### config.mk
export PLATFORM = sky130hd
export DESIGN_NAME = ostmr_top
export DESIGN_NICKNAME = d
export VERILOG_FILES = /design/src/rtl/ostmr_pkg.sv /design/src/rtl/ostmr_regdec.sv /design/src/rtl/ostmr_countdown.sv /design/src/rtl/ostmr_irqctl.sv /design/src/rtl/ostmr_top.sv
export SDC_FILE = /design/constraint.sdc
export NUM_CORES = 1
export LEC_CHECK = 0
export ABC_AREA = 1
export BUFFER_PORTS_ARGS = -buffer_cell sky130_fd_sc_hd__buf_2
export CAP_MARGIN = 30
export CORE_MARGIN = 5
export CORE_UTILIZATION = 62
export DETAILED_ROUTE_END_ITERATION = 12
export PLACE_DENSITY = 0.82
export RECOVER_POWER = 100
export SLEW_MARGIN = 20
export SYNTH_ARGS = -nofsm -noshare
export SYNTH_HDL_FRONTEND = slang
export SYNTH_SLANG_ARGS = --single-unit
### constraint.sdc
create_clock -name clk -period 2.68 [get_ports clk]
set_input_delay 0.402 -clock clk [delete_from_list [all_inputs] [get_ports clk]]
set_output_delay 0.402 -clock clk [all_outputs]
set_load 0.1 [all_outputs]
### src/rtl/ostmr_pkg.sv
package ostmr_pkg;

    localparam int REG_W = 32;
    localparam int BE_W  = REG_W / 8;

    localparam int OFS_MATCH  = 'h00;
    localparam int OFS_COUNT  = 'h10;
    localparam int OFS_STATUS = 'h14;
    localparam int OFS_IEN    = 'h1C;

    typedef logic [REG_W-1:0] word_t;

    typedef enum logic [2:0] {
        SEL_NONE,
        SEL_MATCH,
        SEL_COUNT,
        SEL_STATUS,
        SEL_IEN
    } sel_e;

    typedef struct packed {
        sel_e sel;
        logic rd_ok;
        logic wr_ok;
        logic reject;
    } dec_t;

    // Ticks from the latched counter to the new target, wrapping through the top.
    function automatic word_t arm_distance(word_t target, word_t latched);
        word_t d;
        if (target > latched) d = target - latched;
        else                  d = target + {REG_W{1'b1}} - latched;
        return d;
    endfunction

endpackage

### src/rtl/ostmr_regdec.sv
module ostmr_regdec
    import ostmr_pkg::*;
#(
    parameter int ADDR_W = 8
) (
    input  logic              valid,
    input  logic              write,
    input  logic [ADDR_W-1:0] addr,
    input  logic [BE_W-1:0]   be,
    input  word_t             wdata,
    output dec_t              dec
);

    logic full_word;
    logic aligned;

    always_comb begin
        full_word = (be == {BE_W{1'b1}});
        aligned   = (addr[1:0] == 2'b00);
        dec       = '{sel: SEL_NONE, rd_ok: 1'b0, wr_ok: 1'b0, reject: 1'b0};
        if (full_word && aligned) begin
            if (addr == ADDR_W'(OFS_MATCH)) begin
                dec.sel   = SEL_MATCH;
                dec.wr_ok = write;
            end else if (addr == ADDR_W'(OFS_COUNT)) begin
                dec.sel   = SEL_COUNT;
                dec.rd_ok = !write;
            end else if (addr == ADDR_W'(OFS_STATUS)) begin
                dec.sel   = SEL_STATUS;
                dec.rd_ok = !write;
                dec.wr_ok = write && (wdata == '0);
            end else if (addr == ADDR_W'(OFS_IEN)) begin
                dec.sel   = SEL_IEN;
                dec.rd_ok = !write;
                dec.wr_ok = write;
            end
        end
        dec.reject = valid && !(dec.rd_ok || dec.wr_ok);
        if (!valid) begin
            dec.rd_ok = 1'b0;
            dec.wr_ok = 1'b0;
        end
    end

endmodule

### src/rtl/ostmr_countdown.sv
module ostmr_countdown
    import ostmr_pkg::*;
(
    input  logic  clk,
    input  logic  rst,
    input  logic  arm,
    input  word_t arm_value,
    input  logic  tick,
    output logic  expire,
    output logic  running,
    output word_t count_view
);

    word_t match_q;
    word_t latched_q;
    word_t remain_q;
    logic  running_q;

    // A zero-length run (possible only after a wrap) ends on its first tick.
    assign expire     = running_q && tick && !arm && (remain_q <= word_t'(1));
    assign running    = running_q;
    assign count_view = match_q - remain_q;

    always_ff @(posedge clk) begin
        if (rst) begin
            match_q   <= '0;
            latched_q <= '0;
            remain_q  <= '0;
            running_q <= 1'b0;
        end else if (arm) begin
            match_q   <= arm_value;
            remain_q  <= arm_distance(arm_value, latched_q);
            running_q <= 1'b1;
        end else if (expire) begin
            latched_q <= match_q;
            remain_q  <= '0;
            running_q <= 1'b0;
        end else if (running_q && tick) begin
            remain_q  <= remain_q - word_t'(1);
        end
    end

endmodule

### src/rtl/ostmr_irqctl.sv
module ostmr_irqctl
    import ostmr_pkg::*;
(
    input  logic  clk,
    input  logic  rst,
    input  logic  ien_wr,
    input  word_t ien_wdata,
    input  logic  stat_clr,
    input  logic  expire,
    output word_t ien,
    output logic  ien_nz,
    output logic  status
);

    word_t ien_q;
    logic  status_q;

    assign ien    = ien_q;
    assign ien_nz = (ien_q != '0);
    assign status = status_q;

    always_ff @(posedge clk) begin
        if (rst) begin
            ien_q    <= '0;
            status_q <= 1'b0;
        end else begin
            if (ien_wr) ien_q <= ien_wdata;
            // Setting on expiry wins over a clear in the same cycle.
            if (expire && ien_nz) status_q <= 1'b1;
            else if (stat_clr)    status_q <= 1'b0;
        end
    end

endmodule

### src/rtl/ostmr_top.sv
module ostmr_top
    import ostmr_pkg::*;
#(
    parameter int ADDR_W = 8
) (
    input  logic              clk,
    input  logic              rst,
    input  logic              tick_en,
    input  logic              req_valid,
    input  logic              req_write,
    input  logic [ADDR_W-1:0] req_addr,
    input  logic [3:0]        req_be,
    input  logic [31:0]       req_wdata,
    output logic [31:0]       rd_data_o,
    output logic              err_o,
    output logic              irq_o
);

    dec_t  dec_w;
    logic  expire_w;
    logic  running_w;
    word_t count_w;
    word_t ien_w;
    logic  ien_nz_w;
    logic  status_w;
    word_t rdata_d;
    word_t rdata_q;
    logic  err_q;

    ostmr_regdec #(.ADDR_W(ADDR_W)) dec_i (
        .valid (req_valid),
        .write (req_write),
        .addr  (req_addr),
        .be    (req_be),
        .wdata (req_wdata),
        .dec   (dec_w)
    );

    ostmr_countdown cd_i (
        .clk        (clk),
        .rst        (rst),
        .arm        (dec_w.wr_ok && dec_w.sel == SEL_MATCH),
        .arm_value  (req_wdata),
        .tick       (tick_en),
        .expire     (expire_w),
        .running    (running_w),
        .count_view (count_w)
    );

    ostmr_irqctl irq_i (
        .clk       (clk),
        .rst       (rst),
        .ien_wr    (dec_w.wr_ok && dec_w.sel == SEL_IEN),
        .ien_wdata (req_wdata),
        .stat_clr  (dec_w.wr_ok && dec_w.sel == SEL_STATUS),
        .expire    (expire_w),
        .ien       (ien_w),
        .ien_nz    (ien_nz_w),
        .status    (status_w)
    );

    always_comb begin
        rdata_d = '0;
        if (dec_w.rd_ok) begin
            case (dec_w.sel)
                SEL_COUNT:  rdata_d = count_w;
                SEL_STATUS: rdata_d = word_t'(status_w);
                SEL_IEN:    rdata_d = ien_w;
                default:    rdata_d = '0;
            endcase
        end
    end

    always_ff @(posedge clk) begin
        if (rst) begin
            rdata_q <= '0;
            err_q   <= 1'b0;
        end else begin
            rdata_q <= rdata_d;
            err_q   <= dec_w.reject;
        end
    end

    assign rd_data_o = rdata_q;
    assign err_o     = err_q;
    assign irq_o     = status_w;

endmodule

After elaboration in Yosys (flattened, before gate mapping)
Index checks and enable logic that the tools add are counted.
Widths: inputs -> output; s select.
{"block": "totals", "out_inout_bits": 34, "regBits": 163}
{"block": "classes", "reduce_logical": 23, "order_cmp": 2, "bitwise": 2, "add_sub_neg": 5, "n_eq_ne": 8, "mux": 18}
{"op": "$mux 32", "n": 4}
{"op": "$pmux 32 s3", "n": 1}
{"op": "$sub 32x32->32", "n": 3}
{"op": "$add 32x32->32 const B", "n": 1}
{"op": "$gt 32x32->1", "n": 1}
{"op": "$le 32x1->1 const B", "n": 1}
{"op": "$logic_not 32->1", "n": 1}
{"op": "$reduce_bool 32->1", "n": 1}
{"op": "$sub 32x1->32 const B", "n": 1}
{"op": "$eq 8x5->1 const B", "n": 3}
{"op": "$mux 5", "n": 3}
{"op": "$logic_and 1x1->1", "n": 10}
{"op": "$logic_not 8->1", "n": 1}
{"op": "$mux 1", "n": 7}
{"op": "$eq 3x2->1 const B", "n": 2}
{"op": "$eq 4x4->1 const B", "n": 1}
{"op": "$mux 4", "n": 1}
{"op": "$reduce_bool 2->1", "n": 2}
{"op": "$eq 3x1->1 const B", "n": 1}
{"op": "$eq 3x3->1 const B", "n": 1}
{"op": "$logic_not 1->1", "n": 3}
{"op": "$mux 3", "n": 1}
{"op": "$reduce_bool 3->1", "n": 1}
{"op": "$logic_not 2->1", "n": 1}
{"op": "5 further kinds", "n": 6}

Logic depth before layout (Yosys ltp)
Gate-level depths: netlist of run 1.
{"block": "depth", "ltp_word": 13, "depth_mapped": 20}

Cells and area by module
From an unflattened synthesis of run 1, not the netlist that was laid out.
{"block": "hier_totals", "cells_unflattened": 2151, "area_unflattened_um2": 12969.9}
{"module": "ostmr_countdown", "seq_area_each_um2": 1941.9, "instances": 1, "area_per_inst_um2": 10107.2, "cells_each": 1747}
{"module": "ostmr_irqctl", "seq_area_each_um2": 660.6, "instances": 1, "area_per_inst_um2": 1280.0, "cells_each": 176}
{"module": "ostmr_top", "seq_area_each_um2": 660.6, "instances": 1, "area_per_inst_um2": 1265.0, "cells_each": 160}
{"module": "ostmr_regdec", "seq_area_each_um2": 0.0, "instances": 1, "area_per_inst_um2": 317.8, "cells_each": 68}

Worst setup path before layout of run 1
No wires, ideal clock.
{"block": "synth_timing", "path_type": "in2reg", "start": "input port req_wdata[0]", "end": "register cd_i.remain_q[1]", "required_ns": 2.547, "t_arrival_ns": 2.272, "path_stages": 19, "setup_ns": 0.133, "setup_slack_ns": 0.275, "n_path_buf": 2, "cell_sequence": "inv_1 -> ha_1 -> fa_1 -> inv_1 -> nand3_1 -> nand2_1 -> nand2_1 -> nand2_1 -> nand2_1 -> nand2_2 -> nand2_1 -> nand2_2 -> nand2_4 -> inv_2 -> buf_6 -> buf_6 -> nand2_1 -> nand3b_1 -> a21oi_1"}
{"block": "synth_between", "elab_chain_len": 13}
{"element": "start, declared", "line_no": "ostmr_top.sv:13", "rtl": "input logic [31:0] req_wdata,"}
{"element": "branches (longest 13 deep; another with $add 32x32->32)"}
{"element": "end signal, assigned", "line_no": "ostmr_countdown.sv:32", "rtl": "remain_q <= arm_distance(arm_value, latched_q);"}
{"element": "end signal, assigned", "line_no": "ostmr_countdown.sv:39", "rtl": "remain_q <= remain_q - word_t'(1);"}
{"element": "end, declared", "line_no": "ostmr_countdown.sv:16", "rtl": "word_t remain_q;"}
Parallel ways; which one is timed is not known.
A chain may end at the register's enable or synchronous reset.

Worst setup path in the final report of run 1
{"block": "layout_timing", "start": "register cd_i.remain_q[5]", "end": "register rdata_q[18] (netlist: rd_data_o[18])"}
{"block": "layout_between", "elab_chain_len": 2}
{"element": "$sub 32x32->32", "line_no": "ostmr_countdown.sv:22", "rtl": "assign count_view = match_q - remain_q;"}
{"element": "$pmux 32 s3", "line_no": "ostmr_top.sv:65", "rtl": "case (dec_w.sel)"}
{"element": "end signal, assigned", "line_no": "ostmr_top.sv:79", "rtl": "rdata_q <= rdata_d;"}
{"element": "end, declared", "line_no": "ostmr_top.sv:27", "rtl": "word_t rdata_q;"}
Every way passes these cells.

==> results of run 1 <==
==> cell families after synthesis <==
family,Yosys count
flip-flops,163
AND/OR/NAND/NOR,1067
adder cells (fa/ha/maj),69
AO/OA/AOI/OAI,380
buffers and inverters,360
XOR/XNOR,56
==> cells in the final DEF, fill, tap and decap left out, types with 17 or more instances in the layout <==
cell type	count
sky130_fd_sc_hd__nor2_1	287
sky130_fd_sc_hd__dfxtp_1	163
sky130_fd_sc_hd__o21ai_0	133
sky130_fd_sc_hd__ha_1	64
sky130_fd_sc_hd__buf_4	61
sky130_fd_sc_hd__nand2_1	577
sky130_fd_sc_hd__buf_2	48
sky130_fd_sc_hd__clkbuf_16	17
sky130_fd_sc_hd__a211oi_1	32
sky130_fd_sc_hd__xor2_1	53
sky130_fd_sc_hd__a21oi_1	161
sky130_fd_sc_hd__nand4_1	30
sky130_fd_sc_hd__nand3_1	110
sky130_fd_sc_hd__inv_1	294
sky130_fd_sc_hd__clkbuf_1	38
==> sequential cells by signal, summed over array words and instances, names as in the netlist <==
| name | flops |
|---|---|
| cd_i.running | 1 |
| cd_i.latched_q | 32 |
| irq_i.ien | 32 |
| irq_i.status | 1 |
| cd_i.remain_q | 32 |
| rd_data_o | 32 |
| err_o | 1 |
| cd_i.match_q | 32 |
==> stage by stage <==
stage	util [%]	hold WS [ns]	total power [mW]	cells
2_1_floorplan	-	0.448	2.95	2095
3_3_place_gp	68.2	0.468	3.24	2462
3_5_place_dp	68.2	0.471	3.25	2462
4_1_cts	71.2	0.273	5.65	2494
5_1_grt	70.8	0.294	5.85	2494
6_report	70.8	0.272	5.68	2494
==> worst max path at each step <==
stage | start | end | slack (ns) | depth (start not counted)
2_1_floorplan | req_wdata[0] | cd_i.remain_q[1] | 0.28 | 19
3_3_place_gp | req_wdata[0] | cd_i.remain_q[24] | 0.05 | 15
3_5_place_dp | req_wdata[1] | irq_i.ien[0] | 0.02 | 13
4_1_cts | cd_i.match_q[0] | rd_data_o[26] | 0.18 | 13
5_1_grt | cd_i.latched_q[4] | cd_i.remain_q[27] | 0.002 | 16
6_report | cd_i.remain_q[5] | rd_data_o[18] | 0.07 | 11
==> worst max-delay path: stages, from the launching register on <==
cell and delay (ns):
sky130_fd_sc_hd__dfxtp_1 0.41, sky130_fd_sc_hd__inv_1 0.12, sky130_fd_sc_hd__ha_1 0.37, sky130_fd_sc_hd__a21oi_1 0.20
sky130_fd_sc_hd__a21boi_0 0.49, sky130_fd_sc_hd__o21ai_0 0.15, sky130_fd_sc_hd__clkbuf_2 0.19, sky130_fd_sc_hd__nand2_1 0.07
sky130_fd_sc_hd__nand2_1 0.05, sky130_fd_sc_hd__or2_2 0.28, sky130_fd_sc_hd__nand3_1 0.08, sky130_fd_sc_hd__a21oi_1 0.06
==> cell type report <==
class / instances / area (um^2)
clock buffer: 17 / 425
clock inverter: 15 / 168
fill: 1757 / 5850
inverter: 299 / 1120
multi-input combinational: 1572 / 7880
sequential: 163 / 3260
tap: 270 / 338
timing repair buffer: 158 / 991
==> routing by layer <==
metal | track usage (%) | wire [um] | vias to the layer above
met5 | 0 | 0 | -
met4 | 17.0 | 2410 | 0
met3 | 7.41 | 4550 | 194
li1 | - | - | 6948
met1 | 48.0 | 17800 | 6474
met2 | 61.7 | 20500 | 859
==> power by group through the flow <==
| stage | Combinational (mW) | Sequential [mW] | Clock [mW] |
|---|---|---|---|
| 4_1_cts | 0.778 | 2.42 | 2.45 |
| 3_3_place_gp | 0.761 | 2.48 | 0 |
| 5_1_grt | 0.866 | 2.42 | 2.56 |
| 3_5_place_dp | 0.773 | 2.48 | 0 |
| 6_report | 0.798 | 2.42 | 2.46 |
| 2_1_floorplan | 0.463 | 2.48 | 0 |
==> results.rst, run 1 <==
.. list-table::
   :header-rows: 1

   * - Metric
     - Value
   * - DRC errors left
     - 0
   * - Net count of the mapped netlist
     - 2,213
   * - Fmax achieved
     - 383 MHz
   * - Fraction of the mapped netlist area in simple logic gates
     - 35.2%
   * - Count of antenna diodes in the layout
     - 0
   * - Cell count after synthesis
     - 2,095
   * - Beginning of the worst hold path
     - req_wdata[3]
   * - Mean routed wirelength per cell
     - 18.1 um
   * - Share of the synthesized area in compound gates (AO/OA/AOI/OAI)
     - 16.7%
   * - CTS sink count
     - 163
   * - Clock-pin slew reported for the worst setup and hold paths after clock tree synthesis
     - 0.08 ns
   * - Pin count of the biggest net entering global routing
     - 45
   * - Cell area after layout
     - 0.0142 mm^2
   * - Proportion of synthesized chip area in sequential cells
     - 26.1%
   * - Setup WS post-layout
     - 0.0670 ns
   * - Number of slew-limit violations in the final report
     - 0
   * - Cell count of the worst hold path
     - 3
   * - Chip Width
     - 152 um
   * - Post-synth top area share
     - 26.1%
   * - Total setup buffers inserted after CTS
     - 0
   * - Net switching power
     - 1.74 mW
   * - Antenna violations before repair
     - 0
   * - Setup repair after global routing missed its margin
     - false
   * - Top Ports
     - 83
   * - TritonCTS clock tree
     - done
   * - Sink of the worst hold path
     - irq_i.ien[3]
   * - Part of the total power dissipated in sequential elements
     - 42.6%
   * - Int Power
     - 3.94 mW
   * - Clock latency at the later pin of the worst-skew pair
     - 0.45 ns
   * - Adder-cell share of the synthesized area
     - 7.07%
   * - Clock network fraction of design power
     - 43.4%
   * - Area growth from synthesis to layout
     - 13.3%
   * - Vias per cell
     - 5.80
   * - Logic depth of the worst register-to-register path
     - 11
   * - Count of antenna-violating nets left after detailed routing
     - 0
   * - Number of I/O port buffers
     - 82
   * - Final critical delay including setup and external delays
     - 2.61 ns
   * - Synthesis warning total
     - 0
   * - Setup TNS Final
     - 0 ns
   * - EDFF count, synth
     - 0
   * - Drt pass-1 iters
     - 8
   * - Worst clock skew on the final layout
     - 0.0142 ns
   * - Result of the run
     - complete, no violations
   * - Placeable Area
     - 0.0200 mm^2
   * - Endpoint arrival time on the critical path
     - 2.93 ns
   * - Endpoint of the worst-slack reg-to-reg timing path
     - rd_data_o[18]
   * - Site row count
     - 52
   * - Total number of H-tree levels
     - 4
   * - Mux cell area share after synthesis
     - 0%
   * - Worst-case headroom to the max-slew limit
     - 20.8%
   * - Worst Path Class, Setup
     - reg -> reg
   * - Drt total wl
     - 45,300 um
   * - Post-DP HPWL
     - 35,700 um
   * - Fraction of synthesized cell area in xor and xnor cells
     - 3.92%
   * - Die outline area
     - 0.0231 mm^2
   * - Lkg Pwr
     - 7.16 nW
   * - Die Ht
     - 152 um
   * - Hold Vio Cnt, Final
     - 0
   * - Fraction of registers with async set or reset after synthesis
     - 0%
   * - Synth Register Bits
     - 163
   * - Number of buffers between clock root and the deepest sink
     - 2
   * - Count of routing violations after the opening detailed-route iteration
     - 1,871
   * - First-pass GRT wire length
     - 70,500 um
   * - Top_reg_cell synth
     - sky130_fd_sc_hd__dfxtp_1
   * - Worst VDD drop
     - 0.000433 V
   * - Setup slack after placement
     - 0.0248 ns
   * - Kind of start point of the critical path
     - register
   * - Via count of the routed design
     - 14,475
   * - Most instantiated library cell after synthesis
     - sky130_fd_sc_hd__nand2_1
   * - Largest family of logic cells by synthesized area
     - simple AND/OR/NAND/NOR gates
   * - Critical Path Sink Type
     - register
   * - # resized after CTS
     - 0
   * - Post-synth top area cell
     - sky130_fd_sc_hd__dfxtp_1
   * - Area of the mapped netlist
     - 0.0125 mm^2
   * - Number of max-cap violations
     - 0
   * - Reg2reg start
     - cd_i.remain_q[5]
   * - Number of buffers inserted during clock tree synthesis
     - 17
   * - Switching Share
     - 30.7%
   * - # nets final
     - 2,329
   * - Initial Utilization
     - 62.5%
   * - Pwr dens
     - 401 mW/mm^2
   * - Remaining global-route overflow
     - 0
   * - Combinational fraction of design power
     - 14.0%
   * - Highest fanout seen on the critical path
     - 5
   * - Commonest cells in the synthesized netlist
     - sky130_fd_sc_hd__nand2_1 (577), sky130_fd_sc_hd__inv_1 (295), sky130_fd_sc_hd__nor2_1 (286), sky130_fd_sc_hd__dfxtp_1 (163), sky130_fd_sc_hd__a21oi_1 (161)
   * - Final-report setup violation count
     - 0
   * - Worst setup slack for register-to-register paths
     - 0.07 ns
   * - Worst Path Required
     - 3.00 ns
   * - Fraction of layout cells with a size suffix above 1
     - 8.27%
   * - Placed inst area
     - 0.0137 mm^2
   * - Via count of the first global-routing pass
     - 13,630
   * - Final worst-path cycle share
     - 97.5%
   * - Avg Cell Area, Syn
     - 5.98 um^2
   * - CTS Hold Bufs
     - 0
   * - Worst min-delay path category
     - in -> reg
   * - Main area contributors after synthesis
     - sky130_fd_sc_hd__dfxtp_1 (26%), sky130_fd_sc_hd__nand2_1 (17%), sky130_fd_sc_hd__inv_1 (8.8%)
   * - Global router's overall resource usage
     - 37.6%
   * - Number of unique standard cell types used by synthesis
     - 43
   * - Clock Root Buffer
     - sky130_fd_sc_hd__clkbuf_16
   * - Routability cong.
     - 1.01
   * - Slew @ Worst Pin
     - 1.19 ns
(Power assumes the default switching activity.)
==> run 2, diff against run 1 <==
--- a/config.mk
+++ b/config.mk
@@ -6,11 +6,12 @@
 export NUM_CORES = 1
 export LEC_CHECK = 0
 export ABC_AREA = 1
-export BUFFER_PORTS_ARGS = -buffer_cell sky130_fd_sc_hd__buf_2
-export CAP_MARGIN = 30
+export BUFFER_PORTS_ARGS = -buffer_cell sky130_fd_sc_hd__buf_4
+export CAP_MARGIN = 20
 export CORE_MARGIN = 5
 export CORE_UTILIZATION = 62
 export DETAILED_ROUTE_END_ITERATION = 12
+export HOLD_SLACK_MARGIN = 0.05
 export PLACE_DENSITY = 0.82
 export RECOVER_POWER = 100
 export SLEW_MARGIN = 20
==> results.rst, run 2 (synthesis results as in run 1) <==
.. list-table::
   :header-rows: 1

   * - Metric
     - Value
   * - Setup repair after global routing missed its margin
     - true
   * - Commonest cells after routing, fill and taps aside
     - sky130_fd_sc_hd__nand2_1 (577), sky130_fd_sc_hd__inv_1 (294), sky130_fd_sc_hd__nor2_1 (286), sky130_fd_sc_hd__dfxtp_1 (163), sky130_fd_sc_hd__a21oi_1 (160)
   * - Fmax achieved
     - 380 MHz
   * - Number of buffers between clock root and the deepest sink
     - 2
   * - Lkg Pwr
     - 7.26 nW
   * - Overall Power
     - 5.74 mW
   * - Via count of the first global-routing pass
     - 13,739
   * - Worst clock skew on the final layout
     - 0.0141 ns
   * - Number of I/O port buffers
     - 82
   * - Global router's overall resource usage
     - 37.8%
   * - Combinational fraction of design power
     - 14.1%
   * - Slew @ Worst Pin
     - 1.22 ns
   * - Critical Path Sink Type
     - register
   * - Pin count of the biggest net entering global routing
     - 66
   * - # nets final
     - 2,342
   * - Worst min-delay path category
     - in -> reg
   * - CTS sink count
     - 163
   * - Worst VDD drop
     - 0.000445 V
   * - Setup slack after placement
     - -0.0926 ns
   * - Clock-pin slew reported for the worst setup and hold paths after clock tree synthesis
     - 0.08 ns
   * - Cell total after placement
     - 2,475
   * - Final-report setup violation count
     - 0
   * - Clock latency at the later pin of the worst-skew pair
     - 0.45 ns
   * - Mean routed wirelength per cell
     - 18.1 um
   * - Net switching power
     - 1.77 mW
   * - Chip Width
     - 152 um
   * - Placeable Area
     - 0.0200 mm^2
   * - Count of placed standard cells in the final layout, fillers left out
     - 2,507
   * - Kind of start point of the critical path
     - register
   * - Endpoint arrival time on the critical path
     - 2.95 ns
   * - Commonest non-fill, non-tap cell in the layout
     - sky130_fd_sc_hd__nand2_1
   * - TritonCTS clock tree
     - done
   * - Final worst-path cycle share
     - 98.2%
   * - Setup WS post-layout
     - 0.0491 ns
   * - Clock network fraction of design power
     - 43.7%
   * - Switching Share
     - 30.8%
   * - Fraction of layout cells with a size suffix above 1
     - 8.72%
   * - Worst-case headroom to the max-slew limit
     - 18.8%
   * - DRC errors left
     - 0
   * - Final critical delay including setup and external delays
     - 2.63 ns
   * - Worst Path Class, Setup
     - reg -> reg
   * - Number of max-cap violations
     - 0
   * - Area growth from synthesis to layout
     - 14.7%
   * - Pwr dens
     - 399 mW/mm^2
   * - Count of antenna diodes in the layout
     - 0
   * - Clock Root Buffer
     - sky130_fd_sc_hd__clkbuf_16
   * - Count of routing violations after the opening detailed-route iteration
     - 1,755
   * - Initial Utilization
     - 62.5%
   * - Die outline area
     - 0.0231 mm^2
   * - Count of antenna-violating nets left after detailed routing
     - 0
   * - Worst Path Required
     - 3.00 ns
   * - Drt total wl
     - 45,500 um
   * - Number of slew-limit violations in the final report
     - 0
   * - Antenna violations before repair
     - 0
   * - Vias per cell
     - 5.87
   * - Total setup buffers inserted after CTS
     - 0
   * - Result of the run
     - complete, no violations
   * - Total number of H-tree levels
     - 4
   * - Die Ht
     - 152 um
   * - Highest fanout seen on the critical path
     - 3
   * - Number of buffers inserted during clock tree synthesis
     - 17
   * - Drt pass-1 iters
     - 9
   * - First-pass GRT wire length
     - 70,900 um
   * - Top Ports
     - 83
   * - Via count of the routed design
     - 14,716
   * - Remaining global-route overflow
     - 0
   * - Post-DP HPWL
     - 35,900 um
   * - Int Power
     - 3.97 mW
   * - Hold Vio Cnt, Final
     - 0
   * - Part of the total power dissipated in sequential elements
     - 42.2%
   * - Site row count
     - 52
   * - Routability cong.
     - 1.04
run 2: final cells by class:
class	count	area [um^2]
fill	1733	5670
sequential	163	3260
clock buffer	17	425
inverter	299	1120
tap	270	338
timing repair buffer	171	1160
multi-input combinational	1572	7880
clock inverter	15	183
run 2: what timing repair did:
| action | 4_1_cts | 5_1_grt |
|---|---|---|
| endpoints found under the setup margin | 0 | 14 |
| gates resized for setup | 0 | 4 |
| hold buffers | 0 | 0 |
run 2: metal layers:
layer | global-route usage [%] | up-vias | part of all wire (%)
met1 | 48.4 | 6651 | 40
met4 | 21.4 | 0 | 6.5
met3 | 6.50 | 217 | 9.7
met2 | 60.2 | 873 | 44
met5 | 0 | - | 0
li1 | - | 6975 | -
run 2: power by group through the flow:
stage | sequential, mW | combinational (mW) | clock (mW)
final | 2.42 | 0.809 | 2.51
after global routing | 2.42 | 0.883 | 2.63
after CTS | 2.42 | 0.796 | 2.50
after detailed placement | 2.48 | 0.790 | 0
after global placement | 2.48 | 0.777 | 0
after floorplan | 2.48 | 0.463 | 0
run 2: final timing paths:
check,slack [ns],to,cells past startpoint,from
max,0.05,rd_data_o[26],13,cd_i.match_q[0]
min,0.24,irq_i.ien[10],3,req_wdata[10]
max reg2reg,0.05,rd_data_o[26],13,cd_i.match_q[0]
min reg2reg,0.48,cd_i.match_q[15],2,cd_i.match_q[15]
run 2: critical path, stage by stage, from the launching register on:
cell and delay [ns]:
sky130_fd_sc_hd__dfxtp_1 0.31, sky130_fd_sc_hd__inv_1 0.08, sky130_fd_sc_hd__ha_1 0.23, sky130_fd_sc_hd__fa_1 0.37, sky130_fd_sc_hd__inv_1 0.07, sky130_fd_sc_hd__nand2_1 0.06
sky130_fd_sc_hd__a21oi_1 0.23, sky130_fd_sc_hd__a21boi_0 0.26, sky130_fd_sc_hd__o21bai_1 0.37, sky130_fd_sc_hd__nand3_1 0.21, sky130_fd_sc_hd__nand3_1 0.12, sky130_fd_sc_hd__nand2_1 0.05
sky130_fd_sc_hd__nand3_1 0.08, sky130_fd_sc_hd__a21oi_1 0.06
run 2: through the flow:
| step | util, % | TNS (ns) | area [um^2] | hold slack [ns] |
|---|---|---|---|---|
| 2_1_floorplan | - | 0 | 12500 | 0.448 |
| 3_3_place_gp | 69.6 | -0.260 | 13900 | 0.465 |
| 3_5_place_dp | 69.6 | -0.192 | 13900 | 0.470 |
| 4_1_cts | 72.6 | 0 | 14600 | 0.229 |
| 5_1_grt | 71.7 | -0.513 | 14400 | 0.235 |
| 6_report | 71.7 | 0 | 14400 | 0.242 |
